==> config.mk <==
export PLATFORM = sky130hd
export DESIGN_NAME = ledStatusSeq
export DESIGN_NICKNAME = d
export VERILOG_FILES = /design/src/rtl/led_seq_pkg.sv /design/src/rtl/led_flag_sync.sv /design/src/rtl/led_tick_timer.sv /design/src/rtl/led_seq_ctrl.sv /design/src/rtl/led_status_seq.sv
export SDC_FILE = /design/constraint.sdc
export NUM_CORES = 1
export LEC_CHECK = 0
export ABC_AREA = 1
export BUFFER_PORTS_ARGS = -buffer_cell sky130_fd_sc_hd__buf_2
export CAP_MARGIN = 30
export CORE_MARGIN = 1
export CORE_UTILIZATION = 60
export DETAILED_ROUTE_END_ITERATION = 6
export PLACE_DENSITY = 0.86
export SLEW_MARGIN = 20
export SYNTH_ARGS = -nofsm -noshare
export SYNTH_HDL_FRONTEND = slang
export SYNTH_HIERARCHICAL = 1
export SYNTH_SLANG_ARGS = --single-unit
export TNS_END_PERCENT = 50
==> constraint.sdc <==
create_clock -name clk -period 4.2 [get_ports clk]
set_input_delay 0.21 -clock clk [delete_from_list [all_inputs] [get_ports clk]]
set_output_delay 0.21 -clock clk [all_outputs]
set_load 0.01 [all_outputs]
==> src/rtl/led_seq_pkg.sv <==
package ledSeqPkg;

  localparam int LED_W = 8;

  typedef enum logic [2:0] {
    PH_WAIT,
    PH_NORM_ON,
    PH_NORM_OFF,
    PH_ERR_HI,
    PH_ERR_LO
  } ledPhase_t;

  // strobes from control to the tick timer
  typedef struct packed {
    logic restart;  // hold count at zero
    logic fastSel;  // use the short phase length
  } timerCtrl_t;

  // active-low LED words, bit 0 is the lowest LED
  localparam logic [LED_W-1:0] PAT_WAIT     = 8'hFE;
  localparam logic [LED_W-1:0] PAT_NORM_ON  = 8'h00;
  localparam logic [LED_W-1:0] PAT_NORM_OFF = 8'h01;
  localparam logic [LED_W-1:0] PAT_ERR_HI   = 8'h0F;
  localparam logic [LED_W-1:0] PAT_ERR_LO   = 8'hF0;

endpackage

==> src/rtl/led_flag_sync.sv <==
module ledFlagSync #(
  parameter int STAGES = 2
) (
  input  logic clk,
  input  logic rstN,
  input  logic asyncIn,
  output logic syncOut
);
  logic [STAGES-1:0] chain;

  // resets to the inactive (high) level of the flag
  always_ff @(posedge clk or negedge rstN) begin
    if (!rstN) chain <= '1;
    else       chain <= {chain[STAGES-2:0], asyncIn};
  end

  assign syncOut = chain[STAGES-1];
endmodule

==> src/rtl/led_tick_timer.sv <==
module ledTickTimer
  import ledSeqPkg::*;
#(
  parameter int SLOW_TICKS = 1000,
  parameter int FAST_TICKS = 122
) (
  input  logic       clk,
  input  logic       rstN,
  input  logic       tick,
  input  timerCtrl_t ctrl,
  output logic       phaseDone
);
  localparam int MAX_TICKS = (SLOW_TICKS > FAST_TICKS) ? SLOW_TICKS : FAST_TICKS;
  localparam int CNT_W     = (MAX_TICKS > 1) ? $clog2(MAX_TICKS) : 1;
  localparam logic [CNT_W-1:0] SLOW_LAST = CNT_W'(SLOW_TICKS - 1);
  localparam logic [CNT_W-1:0] FAST_LAST = CNT_W'(FAST_TICKS - 1);

  logic [CNT_W-1:0] tickCnt;
  logic [CNT_W-1:0] lastCnt;

  assign lastCnt   = ctrl.fastSel ? FAST_LAST : SLOW_LAST;
  assign phaseDone = tick && !ctrl.restart && (tickCnt == lastCnt);

  always_ff @(posedge clk or negedge rstN) begin
    if (!rstN)                     tickCnt <= '0;
    else if (ctrl.restart)         tickCnt <= '0;
    else if (phaseDone)            tickCnt <= '0;
    else if (tick)                 tickCnt <= tickCnt + 1'b1;
  end
endmodule

==> src/rtl/led_seq_ctrl.sv <==
module ledSeqCtrl
  import ledSeqPkg::*;
(
  input  logic             clk,
  input  logic             rstN,
  input  logic             flagSync,
  input  logic             phaseDone,
  output timerCtrl_t       ctrl,
  output logic [LED_W-1:0] ledN
);
  ledPhase_t phase, phaseNxt;
  logic [LED_W-1:0] patNxt;

  always_comb begin
    phaseNxt     = phase;
    ctrl.restart = 1'b0;
    ctrl.fastSel = (phase == PH_ERR_HI) || (phase == PH_ERR_LO);
    case (phase)
      PH_WAIT: begin
        ctrl.restart = 1'b1;
        if (!flagSync) phaseNxt = PH_NORM_ON;
      end
      PH_NORM_ON:  if (phaseDone) phaseNxt = PH_NORM_OFF;
      PH_NORM_OFF: if (phaseDone) phaseNxt = flagSync ? PH_ERR_HI : PH_NORM_ON;
      PH_ERR_HI:   if (phaseDone) phaseNxt = PH_ERR_LO;
      PH_ERR_LO:   if (phaseDone) phaseNxt = flagSync ? PH_ERR_HI : PH_NORM_ON;
      default:     phaseNxt = PH_WAIT;
    endcase
  end

  always_comb begin
    case (phaseNxt)
      PH_NORM_ON:  patNxt = PAT_NORM_ON;
      PH_NORM_OFF: patNxt = PAT_NORM_OFF;
      PH_ERR_HI:   patNxt = PAT_ERR_HI;
      PH_ERR_LO:   patNxt = PAT_ERR_LO;
      default:     patNxt = PAT_WAIT;
    endcase
  end

  always_ff @(posedge clk or negedge rstN) begin
    if (!rstN) begin
      phase <= PH_WAIT;
      ledN  <= PAT_WAIT;
    end else begin
      phase <= phaseNxt;
      ledN  <= patNxt;
    end
  end
endmodule

==> src/rtl/led_status_seq.sv <==
module ledStatusSeq
  import ledSeqPkg::*;
#(
  parameter int SLOW_TICKS = 1000,
  parameter int FAST_TICKS = 122,
  parameter int SYNC_STAGES = 2
) (
  input  logic             clk,
  input  logic             rstN,
  input  logic             tick,
  input  logic             flagN,
  output logic [LED_W-1:0] ledN
);
  logic       flagSync;
  logic       phaseDone;
  timerCtrl_t timerCtrl;

  ledFlagSync #(.STAGES(SYNC_STAGES)) uSync (
    .clk(clk), .rstN(rstN), .asyncIn(flagN), .syncOut(flagSync)
  );

  ledTickTimer #(.SLOW_TICKS(SLOW_TICKS), .FAST_TICKS(FAST_TICKS)) uTimer (
    .clk(clk), .rstN(rstN), .tick(tick), .ctrl(timerCtrl), .phaseDone(phaseDone)
  );

  ledSeqCtrl uCtrl (
    .clk(clk), .rstN(rstN), .flagSync(flagSync), .phaseDone(phaseDone),
    .ctrl(timerCtrl), .ledN(ledN)
  );
endmodule

==> flow_summary.ini, run 1 <==
[run_status]
status = finished clean

[timing]
tightestPinTransition_ns = 0.676
skew_ns = 0.00234
slew_violations = 0
slew_headroom_pct = 54.7
setup_slack_ns = 1.81
hold_viol_final = 0
fmax_mhz = 418
rsz0062_at_grt = no
min_period_over_period_pct = 56.9
finalSetupTns_ns = 0
finalSetupViolCount = 0
min_period_ns = 2.39

[finish]
area_growth_pct = 9.45
fin_nets = 162
drive_above_1_share_pct = 26.9
n_antenna_cell = 0
postLayoutCellArea_um2 = 1220
instances_no_fill = 181
final.fill_count = 145

[detailed_routing]
totalWireLength_mm = 2.09
drc = 0
via_per_inst = 4.99
ant_nets = 0
routedWlPerCell_um = 11.6
first_pass_iters = 4
drtIter0Drc = 39
vias = 904

[logic_synthesis]
synthMuxAreaShare_pct = 0
synth_fp_nets = 149
avgSynthCellArea_um2 = 7.72
yosys.area_share.xor_xnor_pct = 4.72
synth_top_family_by_area = simple AND/OR/NAND/NOR gates
synth_cell_type_count = 23
synth_compound_area_share_pct = 9.45
synthCells = 144
synth_area_um2 = 1110
async_flop_share_pct = 100
ys_seq_elements = 18
synthAdderAreaFrac_pct = 1.12
synthSimpleGateAreaFrac_pct = 33.6
dominantRegCellSynth = dfrtp_1
synth_edf_count = 0
yosysWarningCount = 6
seq_area_frac_synth_pct = 40.9

[global_route]
grt_use_total_pct = 21.8
grt_max_degree = 19
grt_first_pass_wirelength_mm = 3.17
first_global_vias = 732
antenna_found_initial = 0
gr-total-overflow = 0

[worst_hold_path]
worstHoldPathType = input pin to flop

[setup_path]
end_kind = flop
cp.required_ns = 4.43
cp_data_arrival_time_ns = 2.62
crit_path_top_delay_cell = nor3_1
criticalPathCategory = flop to flop
critPathMaxFanout = 7
r2r_slack_ns = 1.81
slowest_delay_ns = 0.50
cp_common_cell = nand2_1
start_kind = flop
cp_top_family = simple AND/OR/NAND/NOR gates
crit_chain = nor2_1, nand2_1, nand2_1, nand2_1, nor2_1, nand2_1, nand2_1, nand3_4, nor3_1, inv_2, nor3_1, nor2_1, inv_1, nand2_1, nand2_1
crit_buf_inv = 2

[floorplan]
io_pins = 12
core_um2 = 1730
die_h_um = 45.1
start_util_pct = 64.4
dieArea_um2 = 2030
die_x_um = 45.1
num_rows = 15

[place]
place_area_um2 = 1160
pre_cts_ws_ns = 1.81
io_buffer_count = 11
hpwl_mm = 1.56
dp_cells = 175
place_congestion = 0.836

[clock_tree]
clock_tree.root_cell = clkbuf_4
h-tree-depth = 1
clock_sinks = 18
clk_path_buf_depth = 2
cts_made_buffers = 3
post-cts-setup-buffers = 0
clk_latency_ns = 0.29
clkTransAtPathRegs_ns = 0.10
cts_tree = yes

[power_and_ir_drop]
power_density_nw_per_um2 = 330
vdd_drop_max_v = 0.000292
p_leak_uw = 0.000607

[job]
max_cap_violations = 0
placed cells by master, fill, tap and decap left out, types with 2 or more instances in the layout:
cell type / n
nor3_1: 4
nor2_2: 2
nand4_1: 3
dfstp_2: 4
inv_1: 16
buf_2: 11
o21ai_0: 2
xor2_1: 5
clkbuf_4: 3
o21ai_2: 9
inv_2: 4
nand3_1: 9
nor2_1: 15
dlygate4sd3_1: 2
dfrtp_1: 14
nand2_2: 3
nand2_1: 41
registers in the layout (all words and copies together) (netlist names):
name	cells
uSync/chain	2
uTimer/tickCnt	10
uCtrl/phase	3
uCtrl/ledN	3
through the flow:
stage | power (uW) | hold WS (ns) | util (%)
detailed placement | 298 | 0.160 | 67.2
global route | 427 | 0.363 | 70.5
floorplan | 277 | -0.0856 | -
finish | 401 | 0.334 | 70.5
CTS | 405 | 0.00338 | 69.9
global placement | 295 | 0.151 | 67.2
cell usage after synthesis, types with 3 or more instances:
cell     number  area [um^2]
nand2_1      41          154
inv_1        16         60.1
nor2_1       15         56.3
dfrtp_1      14          350
nand3_1       9         45.0
o21ai_2       9         78.8
buf_4         5         37.5
xor2_1        5         43.8
dfstp_2       4          105
inv_2         4         15.0
nor3_1        4         20.0
nand2_2       3         18.8
nand4_1       3         18.8
per-layer routing:
layer / global-route usage, % / up-vias / routed length, um / share of wire [%]
met1: 32.5 / 412 / 1040 / 50
li1: - / 468 / - / -
met2: 32.2 / 24 / 963 / 46
met4: 7.27 / 0 / 0 / 0
met3: 3.60 / 0 / 89 / 4.3
met5: 0 / - / 0 / 0
final cells by class:
class / count / area, um^2 / area share, %
flip-flops and latches: 18 / 455 / 37.4
inverters: 20 / 75.1 / 6.17
clock buffers: 4 / 36.3 / 2.98
multi-input cells: 101 / 544 / 44.7
well taps: 25 / 31.3 / 2.57
repair buffers: 13 / 75.1 / 6.17
cells by family (layout without fill, tap and decap cells):
kind of cell | count (synthesis) | in the layout
AND/OR/NAND/NOR | 81 | 81
AO/OA/AOI/OAI | 13 | 13
buffers and inverters | 25 | 37
flip-flops | 18 | 18
adder cells (fa/ha/maj) | 1 | 1
XOR/XNOR | 6 | 6
worst min-delay path: stages:
cell and delay [ns]:
buf_2 0.10, inv_1 0.06, nor2_1 0.08, nand3_1 0.09, nand2_1 0.05
repair_timing:
action / 4_1_cts / 5_1_grt
endpoints found under the hold margin: 14 / 1
gates resized for setup: 0 / 0
hold buffers: 1 / 1
where the power goes:
part           switching, uW  internal, uW
Clock                   51.2          52.7
Sequential              24.1           192
Combinational           48.4          32.7
worst paths after layout:
kind,start,endpoint,cells after the start
min in group asynchronous,rstN,uTimer/tickCnt[8]$_DFFE_PN0P_,2
worst max-delay path,uCtrl/phase[0]$_DFF_PN0_,uCtrl/ledN[3]$_DFF_PN1_,15
worst min register to register,uSync/chain[0]$_DFF_PN1_,uSync/chain[1]$_DFF_PN1_,0
worst max register to register,uCtrl/phase[0]$_DFF_PN0_,uCtrl/ledN[3]$_DFF_PN1_,15
worst min-delay path,tick,uTimer/tickCnt[1]$_DFFE_PN0P_,5
max in group asynchronous,rstN,uCtrl/ledN[3]$_DFF_PN1_,2
No activity file was read; power rests on OpenSTA's default activity.
==> run 2, diff against run 1 <==
- CORE_UTILIZATION: 60 -> 51
- PLACE_DENSITY: 0.86 -> 0.79
- clock period: 4.2 -> 2.1 ns (I/O delays scaled with it)
==> flow_summary.ini, run 2 (same netlist as run 1, synthesis figures left out) <==
[setup_path]
r2r_cells = 17
rr_endpoint = uCtrl/ledN[3]$_DFF_PN1_
r2r_slack_ns = 0.15
end_kind = flop
start_kind = flop
crit_end = uCtrl/ledN[3]$_DFF_PN1_
reg2reg_from = uCtrl/phase[1]$_DFF_PN0_
cp.required_ns = 2.32
critPathMaxFanout = 5
cp_data_arrival_time_ns = 2.18
startpoint = uCtrl/phase[1]$_DFF_PN0_
criticalPathCategory = flop to flop

[global_route]
first_global_vias = 904
grt.busiest_layer = met2
grt_max_degree = 19
grt_use_met3_pct = 4.09
gr-total-overflow = 0
grt_use_total_pct = 20.6
use_met2_pct = 33.8
grt_first_pass_wirelength_mm = 3.77
antenna_found_initial = 0
grt_use_met1_pct = 26.2

[worst_hold_path]
worstHoldPathType = input pin to flop

[clock_tree]
clk_path_buf_depth = 2
clkTransAtPathRegs_ns = 0.10
h-tree-depth = 1
clock_sinks = 18
clk_latency_ns = 0.29
clock_tree.root_cell = clkbuf_4
cts_tree = yes
cts_made_buffers = 3

[job]
max_cap_violations = 0

[power_and_ir_drop]
vdd_drop_max_v = 0.000448
power_uw = 775
p_leak_uw = 0.000635
power_density_nw_per_um2 = 602

[detailed_routing]
ant_nets = 0
totalWireLength_mm = 2.24
first_pass_iters = 4
routedWlPerCell_um = 11.8
vias = 998
via_per_inst = 5.25
drtIter0Drc = 19
drc = 0

[place]
pre_cts_ws_ns = 0.0156
place_congestion = 0.925
hpwl_mm = 1.62
place_area_um2 = 1190
io_buffer_count = 11

[finish]
area_growth_pct = 15.7
final_common_cell = nand2_1
largest_reg_flops = 10
final_cell_mix = nand2_1, inv_1, dfrtp_1, buf_2, nor2_1
postLayoutCellArea_um2 = 1290
reg_top3 = uTimer/tickCnt x10, uCtrl/ledN x3, uCtrl/phase x3
regMostFlops = uTimer/tickCnt
fin_nets = 169
drive_above_1_share_pct = 35.6
n_antenna_cell = 0
final.fill_count = 162

[timing]
tightestPinTransition_ns = 0.611
setup_slack_ns = 0.145
fmax_mhz = 512
finalSetupViolCount = 0
min_period_over_period_pct = 93.1
skew_ns = 0.00880
slew_violations = 0
min_period_ns = 1.95
hold_viol_final = 0
slew_headroom_pct = 59.1

[floorplan]
core_um2 = 2000
dieArea_um2 = 2370
num_rows = 16
io_pins = 12
die_h_um = 48.7
start_util_pct = 55.6
die_x_um = 48.7

[run_status]
status = finished clean
run 2: worst min-delay path by stage:
| stage | to | from | cells after the start |
|---|---|---|---|
| after floorplan | uCtrl/ledN[0]$_DFF_PN0_ | rstN | 0 |
| after detailed placement | uCtrl/phase[1]$_DFF_PN0_ | rstN | 1 |
| after CTS | uTimer/tickCnt[9]$_DFFE_PN0P_ | tick | 4 |
| after global placement | uCtrl/ledN[0]$_DFF_PN0_ | rstN | 1 |
| final | uTimer/tickCnt[9]$_DFFE_PN0P_ | tick | 4 |
| after global routing | uTimer/tickCnt[9]$_DFFE_PN0P_ | tick | 4 |
run 2: critical path, cell delays in order, from the launching register on:
cell and delay [ns]:
dfrtp_1 0.43, nor2_2 0.13, nand2_1 0.09, nand2_2 0.07, nand2_1 0.05, nor2_1 0.10
nand2_1 0.07, nand2_2 0.08, nand3_4 0.08, nor3_2 0.11, buf_4 0.16, inv_2 0.06
nand3_1 0.08, nand2_1 0.07, nor2_2 0.14, inv_2 0.07, nand2_1 0.06, nand2_1 0.05
run 2: report_power, final:
part           switching (uW)  leakage [uW]  internal (uW)  total (uW)
Sequential               44.4      0.000229            384         429
Clock                     102     0.0000150           73.7         176
Combinational             101      0.000391           68.8         170
run 2: what timing repair did:
action,in CTS,in global routing
resized for setup,1,9
hold buffers,2,0
endpoints found under the hold margin,15,0
pin swaps,0,6
setup endpoints to repair,2,6
buffers inserted,1,3
run 2: per-layer routing:
| layer | up-vias | wire length (um) |
|---|---|---|
| met3 | 4 | 95 |
| met2 | 40 | 1120 |
| met1 | 469 | 996 |
| li1 | 485 | - |
| met4 | 0 | 26 |
| met5 | - | 0 |
run 2: per-stage QoR:
stage	util, %	hold slack [ns]	TNS [ns]	std cells
2_1_floorplan	-	-0.191	0	144
3_5_place_dp	59.3	0.0548	0	180
5_1_grt	64.3	0.267	-0.0808	190
3_3_place_gp	59.3	0.0476	0	180
6_report	64.3	0.217	0	190
4_1_cts	62.1	0.215	0	187
run 2: final cells by class:
cell class	count	area, um^2	share of cell area [%]
inverters	20	75.1	5.83
multi-input cells	101	569	44.2
repair buffers	20	128	9.91
well taps	27	33.8	2.62
clock buffers	4	26.3	2.04
flip-flops and latches	18	455	35.4
